$ cat src/rtl/ahb_fault_mem.sv
module ahb_fault_mem #(
  parameter int ADDR_W = 8,
  parameter int WAIT_W = 4,
  parameter int LIM_W  = 4,
  parameter int IDX_W  = 4
) (
  input  logic              clk,
  input  logic              rst_n,
  input  logic              bus_sel,
  input  logic [1:0]        bus_trans,
  input  logic [ADDR_W-1:0] bus_addr,
  input  logic              bus_write,
  input  logic [2:0]        bus_size,
  input  logic [31:0]       bus_wdata,
  input  logic              bus_ready_in,
  output logic              bus_ready,
  output logic [1:0]        bus_resp,
  output logic [31:0]       bus_rdata,
  input  logic              cfg_we,
  input  logic [IDX_W-1:0]  cfg_idx,
  input  logic [WAIT_W-1:0] cfg_wait,
  input  logic [1:0]        cfg_resp,
  input  logic [LIM_W-1:0]  cfg_limit,
  input  logic              seq_clear
);
  localparam int WORDS   = 2 ** (ADDR_W - 2);
  localparam int ENTRIES = 2 ** IDX_W;

  typedef enum logic [2:0] {S_IDLE, S_WAIT, S_FLT1, S_FLT2, S_DONE} st_t;

  logic [WAIT_W-1:0] tw [ENTRIES];
  logic [1:0]        tr [ENTRIES];
  logic [LIM_W-1:0]  tl [ENTRIES];
  logic [LIM_W-1:0]  tu [ENTRIES];
  logic [31:0]       mem [WORDS];

  logic [IDX_W-1:0]  seq_idx;
  st_t               st;
  logic [WAIT_W-1:0] wcnt;
  logic [1:0]        cur_resp;
  logic [ADDR_W-1:0] d_addr;
  logic              d_write;
  logic [2:0]        d_size;
  logic [3:0]        lane_en;

  wire accept = bus_sel && (bus_trans == 2'b10 || bus_trans == 2'b11) && bus_ready_in;
  wire [IDX_W-1:0] use_idx = seq_clear ? '0 : seq_idx;
  wire [1:0] prog = tr[use_idx];
  wire limited = (tl[use_idx] != '0);
  wire forced = (prog != 2'b00) && (!limited || tu[use_idx] < tl[use_idx]);
  wire [1:0] eff = forced ? prog : 2'b00;

  always_ff @(posedge clk or negedge rst_n) begin
    if (!rst_n) begin
      for (int i = 0; i < ENTRIES; i++) begin
        tw[i] <= '0;
        tr[i] <= 2'b00;
        tl[i] <= '0;
        tu[i] <= '0;
      end
    end else begin
      if (accept && forced && limited) tu[use_idx] <= tu[use_idx] + 1'b1;
      if (cfg_we) begin
        tw[cfg_idx] <= cfg_wait;
        tr[cfg_idx] <= (cfg_resp == 2'b11) ? 2'b00 : cfg_resp;
        tl[cfg_idx] <= cfg_limit;
        tu[cfg_idx] <= '0;
      end
    end
  end

  always_ff @(posedge clk or negedge rst_n) begin
    if (!rst_n) seq_idx <= '0;
    else if (accept) seq_idx <= use_idx + 1'b1;
    else if (seq_clear) seq_idx <= '0;
  end

  always_ff @(posedge clk or negedge rst_n) begin
    if (!rst_n) begin
      st       <= S_IDLE;
      wcnt     <= '0;
      cur_resp <= 2'b00;
      d_addr   <= '0;
      d_write  <= 1'b0;
      d_size   <= 3'd0;
    end else begin
      case (st)
        S_WAIT: begin
          wcnt <= wcnt - 1'b1;
          if (wcnt == 1) st <= (cur_resp != 2'b00) ? S_FLT1 : S_DONE;
        end
        S_FLT1:  st <= S_FLT2;
        default: st <= S_IDLE;
      endcase
      if (accept) begin
        d_addr   <= bus_addr;
        d_write  <= bus_write;
        d_size   <= bus_size;
        cur_resp <= eff;
        wcnt     <= tw[use_idx];
        if (tw[use_idx] != '0)  st <= S_WAIT;
        else if (eff != 2'b00)  st <= S_FLT1;
        else                    st <= S_DONE;
      end
    end
  end

  always_comb begin
    case (d_size)
      3'd0:    lane_en = 4'b0001 << d_addr[1:0];
      3'd1:    lane_en = d_addr[1] ? 4'b1100 : 4'b0011;
      default: lane_en = 4'b1111;
    endcase
  end

  always_ff @(posedge clk) begin
    if (st == S_DONE && d_write)
      for (int k = 0; k < 4; k++)
        if (lane_en[k]) mem[d_addr[ADDR_W-1:2]][8*k +: 8] <= bus_wdata[8*k +: 8];
  end

  assign bus_ready = !(st == S_WAIT || st == S_FLT1);
  assign bus_resp  = (st == S_FLT1 || st == S_FLT2) ? cur_resp : 2'b00;
  assign bus_rdata = (st == S_DONE && !d_write) ? mem[d_addr[ADDR_W-1:2]] : 32'h0;
endmodule


$ cat config.mk
export PLATFORM = sky130hd
export DESIGN_NAME = ahb_fault_mem
export DESIGN_NICKNAME = d
export VERILOG_FILES = /design/src/rtl/ahb_fault_mem.sv
export SDC_FILE = /design/constraint.sdc
export NUM_CORES = 2
export LEC_CHECK = 0
export BUFFER_PORTS_ARGS = -buffer_cell sky130_fd_sc_hd__buf_4
export CAP_MARGIN = 10
export CORE_MARGIN = 1
export CORE_UTILIZATION = 40
export DETAILED_ROUTE_END_ITERATION = 10
export GPL_ROUTABILITY_DRIVEN = 0
export HOLD_SLACK_MARGIN = 0.12
export PLACE_DENSITY = 0.59
export RECOVER_POWER = 100
export SYNTH_ARGS = -nofsm -noshare
export SYNTH_HDL_FRONTEND = slang
export SYNTH_SLANG_ARGS = --single-unit
$ cat constraint.sdc
create_clock -name clk -period 10.6 [get_ports clk]
set_clock_uncertainty 0.2 [all_clocks]
set_input_delay 1.06 -clock clk [delete_from_list [all_inputs] [get_ports clk]]
set_output_delay 1.06 -clock clk [all_outputs]
set_load 0.02 [all_outputs]
==> impl_metrics.yaml <==
run_status:
  status: "complete, but fails checks"
  violations_in_the_final_reports: "max-capacitance violations, max-slew violations"
detailed_routing:
  met2WireLength_um: 117800
  top_signal_layer_used: "met5"
  drc_errors: 0
  drt_iter0_markers: 5817
  wire_length_on_met1_um: 104300
  routed_wl_um: 252800
  routed_wire_length_per_instance_um: 30.28
  met3WireLength_um: 22200
  vias_per_cell: 6.073
  antenna_viol_nets_final: 0
  dr.pass1.iters: 6
  vias: 50695
clock_tree:
  root_buffer: "clkbuf_16"
  tritoncts_clock_tree: "built"
  clk_transition_reported_paths_ns: 0.06
  clock_latency_on_the_worst_skew_pair_ns: 0.86
  cts_hold_repair.buffers: 1
  post-cts-setup-buffers: 0
  htreeDepth: 4
  number_of_clock_buffers_inserted_by_tritoncts: 228
  clockBufferDepth: 3
  cts_num_sinks: 2297
  cts_resized: 0
floorplan:
  design.core.area_um2: 217000
  die_y_um: 468.9
  floorplan.rows: 171
  initial_utilization_pct: 40.20
  die_width_um: 468.9
  dieArea_um2: 219900
  ios: 101
synthesis:
  ys_warn_count: 0
  synth_top_family_by_area: "compound AO/OA/AOI/OAI gates"
  yosys_most_used_dff: "edfxtp_1"
  synthesis.nets: 5348
  netlist_instances: 5273
  synth-async-reset-ratio_pct: 10.84
  synthSimpleGateAreaFrac_pct: 4.352
  synthMuxAreaShare_pct: 2.918
  synth_top_area_share_pct: 70.52
  synth_common_cells: "2048 x edfxtp_1, 605 x a22oi_1, 314 x nand2_1"
  synth_sequential_area_ratio_pct: 77.67
  yosysMostFrequentCell: "edfxtp_1"
  syn-mean-instance-area_um2: 16.54
  syn-cell-area_um2: 87210
  synthTopCellsByArea: "edfxtp_1 71%, dfrtp_1 7.1%, a22oi_1 5.2%"
  xor_xnor_share_of_the_synthesized_area_pct: 0.07030
  number_of_synthesized_register_bits: 2297
  synth-adder-area-share_pct: 0.1291
  synth_cell_type_count: 67
  synth-compound-area-share_pct: 13.02
  synth_area_leader_cell: "edfxtp_1"
  number_of_enable_flip_flop_cells_after_synthesis: 2048
timing:
  report.final.slew_viol_count: 2681
  layout_worst_path_cycle_share_pct: 79.23
  final-setup-viol-count: 0
  relSlewSlack_pct: -277.2
  setup-tns-final_ns: 0
  report.final.hold_viol_count: 0
  achievable-frequency_ghz: 0.1191
  max_slew.worst_pin.slew_ns: 5.658
  timing.final.crit_period_ns: 8.399
  postLayoutSetupSlackWorst_ns: 2.201
  timing.hold.ws_ns: 0.2294
  grt_setup_unrepaired: "no"
pwr:
  power.static_leakage_nw: 30.17
  power.switching_mw: 5.070
  pwr-share-comb_pct: 10.8
  clock_network_fraction_of_total_power_pct: 38.8
  report.power.total_mw: 20.12
  internal-power_mw: 15.05
  seqPwrFrac_pct: 50.4
  p_sw_share_pct: 25.20
  power-per-cell-area_nw_per_um2: 206.4
  vdd_drop_max_uv: 199.8
critical_path:
  reg2regPathDepth: 14
  regToRegSetupSlack_ns: 2.58
  path_cells: "and3b_1 -> clkbuf_1 -> buf_4 -> a22o_1 -> a221oi_1 -> a31oi_1 -> a2111oi_0 -> a21oi_1 -> buf_4"
  wp_buf_inv: 3
  critical_path_cell_count: 9
  criticalPathCategory: "reg2out"
  rr_startpoint: "seq_idx[0]$_DFF_PN0_"
  timing.critical_path.required_ns: 9.34
  worstSetupStartpointType: "register"
  crit_fanout: 50
  critPathCaptureType: "primary output"
  critical-path-top-delay-family: "compound AO/OA/AOI/OAI gates"
  critical-path-slowest-cell: "a2111oi_0"
  critical-path-top-cell-by-count: "buf_4"
  worst-endpoint-arrival_ns: 7.14
  reg2reg_to: "tu[49]$_DFF_PN0_"
  maximum_cell_stage_delay_along_the_critical_path_ns: 1.88
final_layout:
  finalNonFillerCells: 8348
  nNetsFinal: 5360
  layout-drive-gt1-share_pct: 10.34
  layout.filler_cells: 18871
  layout.cell_area.non_filler_um2: 97500
  syn2layout_area_growth_pct: 11.81
  utilization_pct: 44.94
hold_path:
  holdCritStartpoint: "bus_write"
  timing.hold.worst_endpoint: "d_write$_DFFE_PN0P_"
  hold_class: "in2reg"
  min_path_cells: 3
place:
  pre_cts_slack_ns: 4.163
  dp.final_hpwl_um: 140700
  place_inst: 7908
  numPortBuffers: 99
  dpl_cell_area_um2: 90800
grt:
  grt_max_degree: 143
  grt.total_usage_pct: 22.60
  grt_pass1_vias: 48909
  grt_pass1_wl_um: 358700
  antenna_violations_before_repair: 9
  grt_overflow: 0
job:
  cap_viol_max_count: 49
## metal layers
metal / track usage (%) / vias to the layer above
li1: - / 21556
met1: 30.99 / 26474
met2: 35.24 / 2269
met3: 5.369 / 386
met4: 7.804 / 10
met5: 0 / -
## power groups by stage
stage / Combinational (mW) / Sequential [mW] / Clock (mW)
CTS: 2.21 / 10.1 / 7.88
floorplan: 1.28 / 10.3 / 0
global route: 2.29 / 10.2 / 8.25
finish: 2.17 / 10.2 / 7.80
detailed placement: 2.21 / 10.3 / 0
global placement: 2.18 / 10.3 / 0
## worst max path at each step
stage / end / slack, ns / start
final: bus_rdata[23] / 2.20 / d_addr[4]$_DFFE_PN0P_
after global routing: bus_rdata[10] / 2.06 / d_addr[2]$_DFFE_PN0P_
after CTS: bus_rdata[3] / 4.14 / d_addr[3]$_DFFE_PN0P_
after detailed placement: tu[21]$_DFF_PN0_ / 4.16 / seq_clear
after global placement: tu[18]$_DFF_PN0_ / 4.16 / seq_clear
after floorplan: tu[0]$_DFF_PN0_ / 6.23 / seq_clear
## registers in the layout, summed over array words and instances, names as in the netlist
register,cells
mem,2048
tl,64
tu,64
tw,64
tr,32
d_addr,8
seq_idx,4
wcnt,4
d_size,3
st,3
cur_resp,2
d_write,1
## final cells by class
cell class / count / area (um2) / area share (%)
inverter: 12 / 46.29 / 0.04748
antenna: 9 / 22.52 / 0.02310
sequential: 2297 / 67730 / 69.47
clock inverter: 136 / 1187 / 1.218
tap: 2854 / 3571 / 3.662
clock buffer: 294 / 6025 / 6.179
multi-input combinational: 2567 / 17750 / 18.21
timing repair buffer: 179 / 1165 / 1.195
## worst min-delay path: cells and delay by family
kind                   cells  cell delay [ns]
buffers and inverters      1             0.08
AND/OR/NAND/NOR            2             0.09
## logic make-up after synthesis
family	Yosys count
AO/OA/AOI/OAI	1510
AND/OR/NAND/NOR	807
XOR/XNOR	7
flip-flops	2297
multiplexers	234
buffers and inverters	409
adder cells (fa/ha/maj)	9
## layout by cell type (no fill, tap or decap), drive strengths merged, types with 12 or more instances in the layout
cell type / count
clkbuf: 381
a221oi: 215
edfxtp: 2048
a2111oi: 27
inv: 15
bufinv: 13
a311oi: 12
clkinv: 111
mux2: 132
nand3: 21
nand4: 47
mux2i: 99
a31oi: 235
o21ai: 67
a21oi: 60
dfrtp: 249
nand2: 314
nor2: 274
and2: 13
nor4: 56
a211oi: 35
a22oi: 605
buf: 91
a22o: 212
nor2b: 30
and3b: 13
Power figures use the tool's default switching activity.
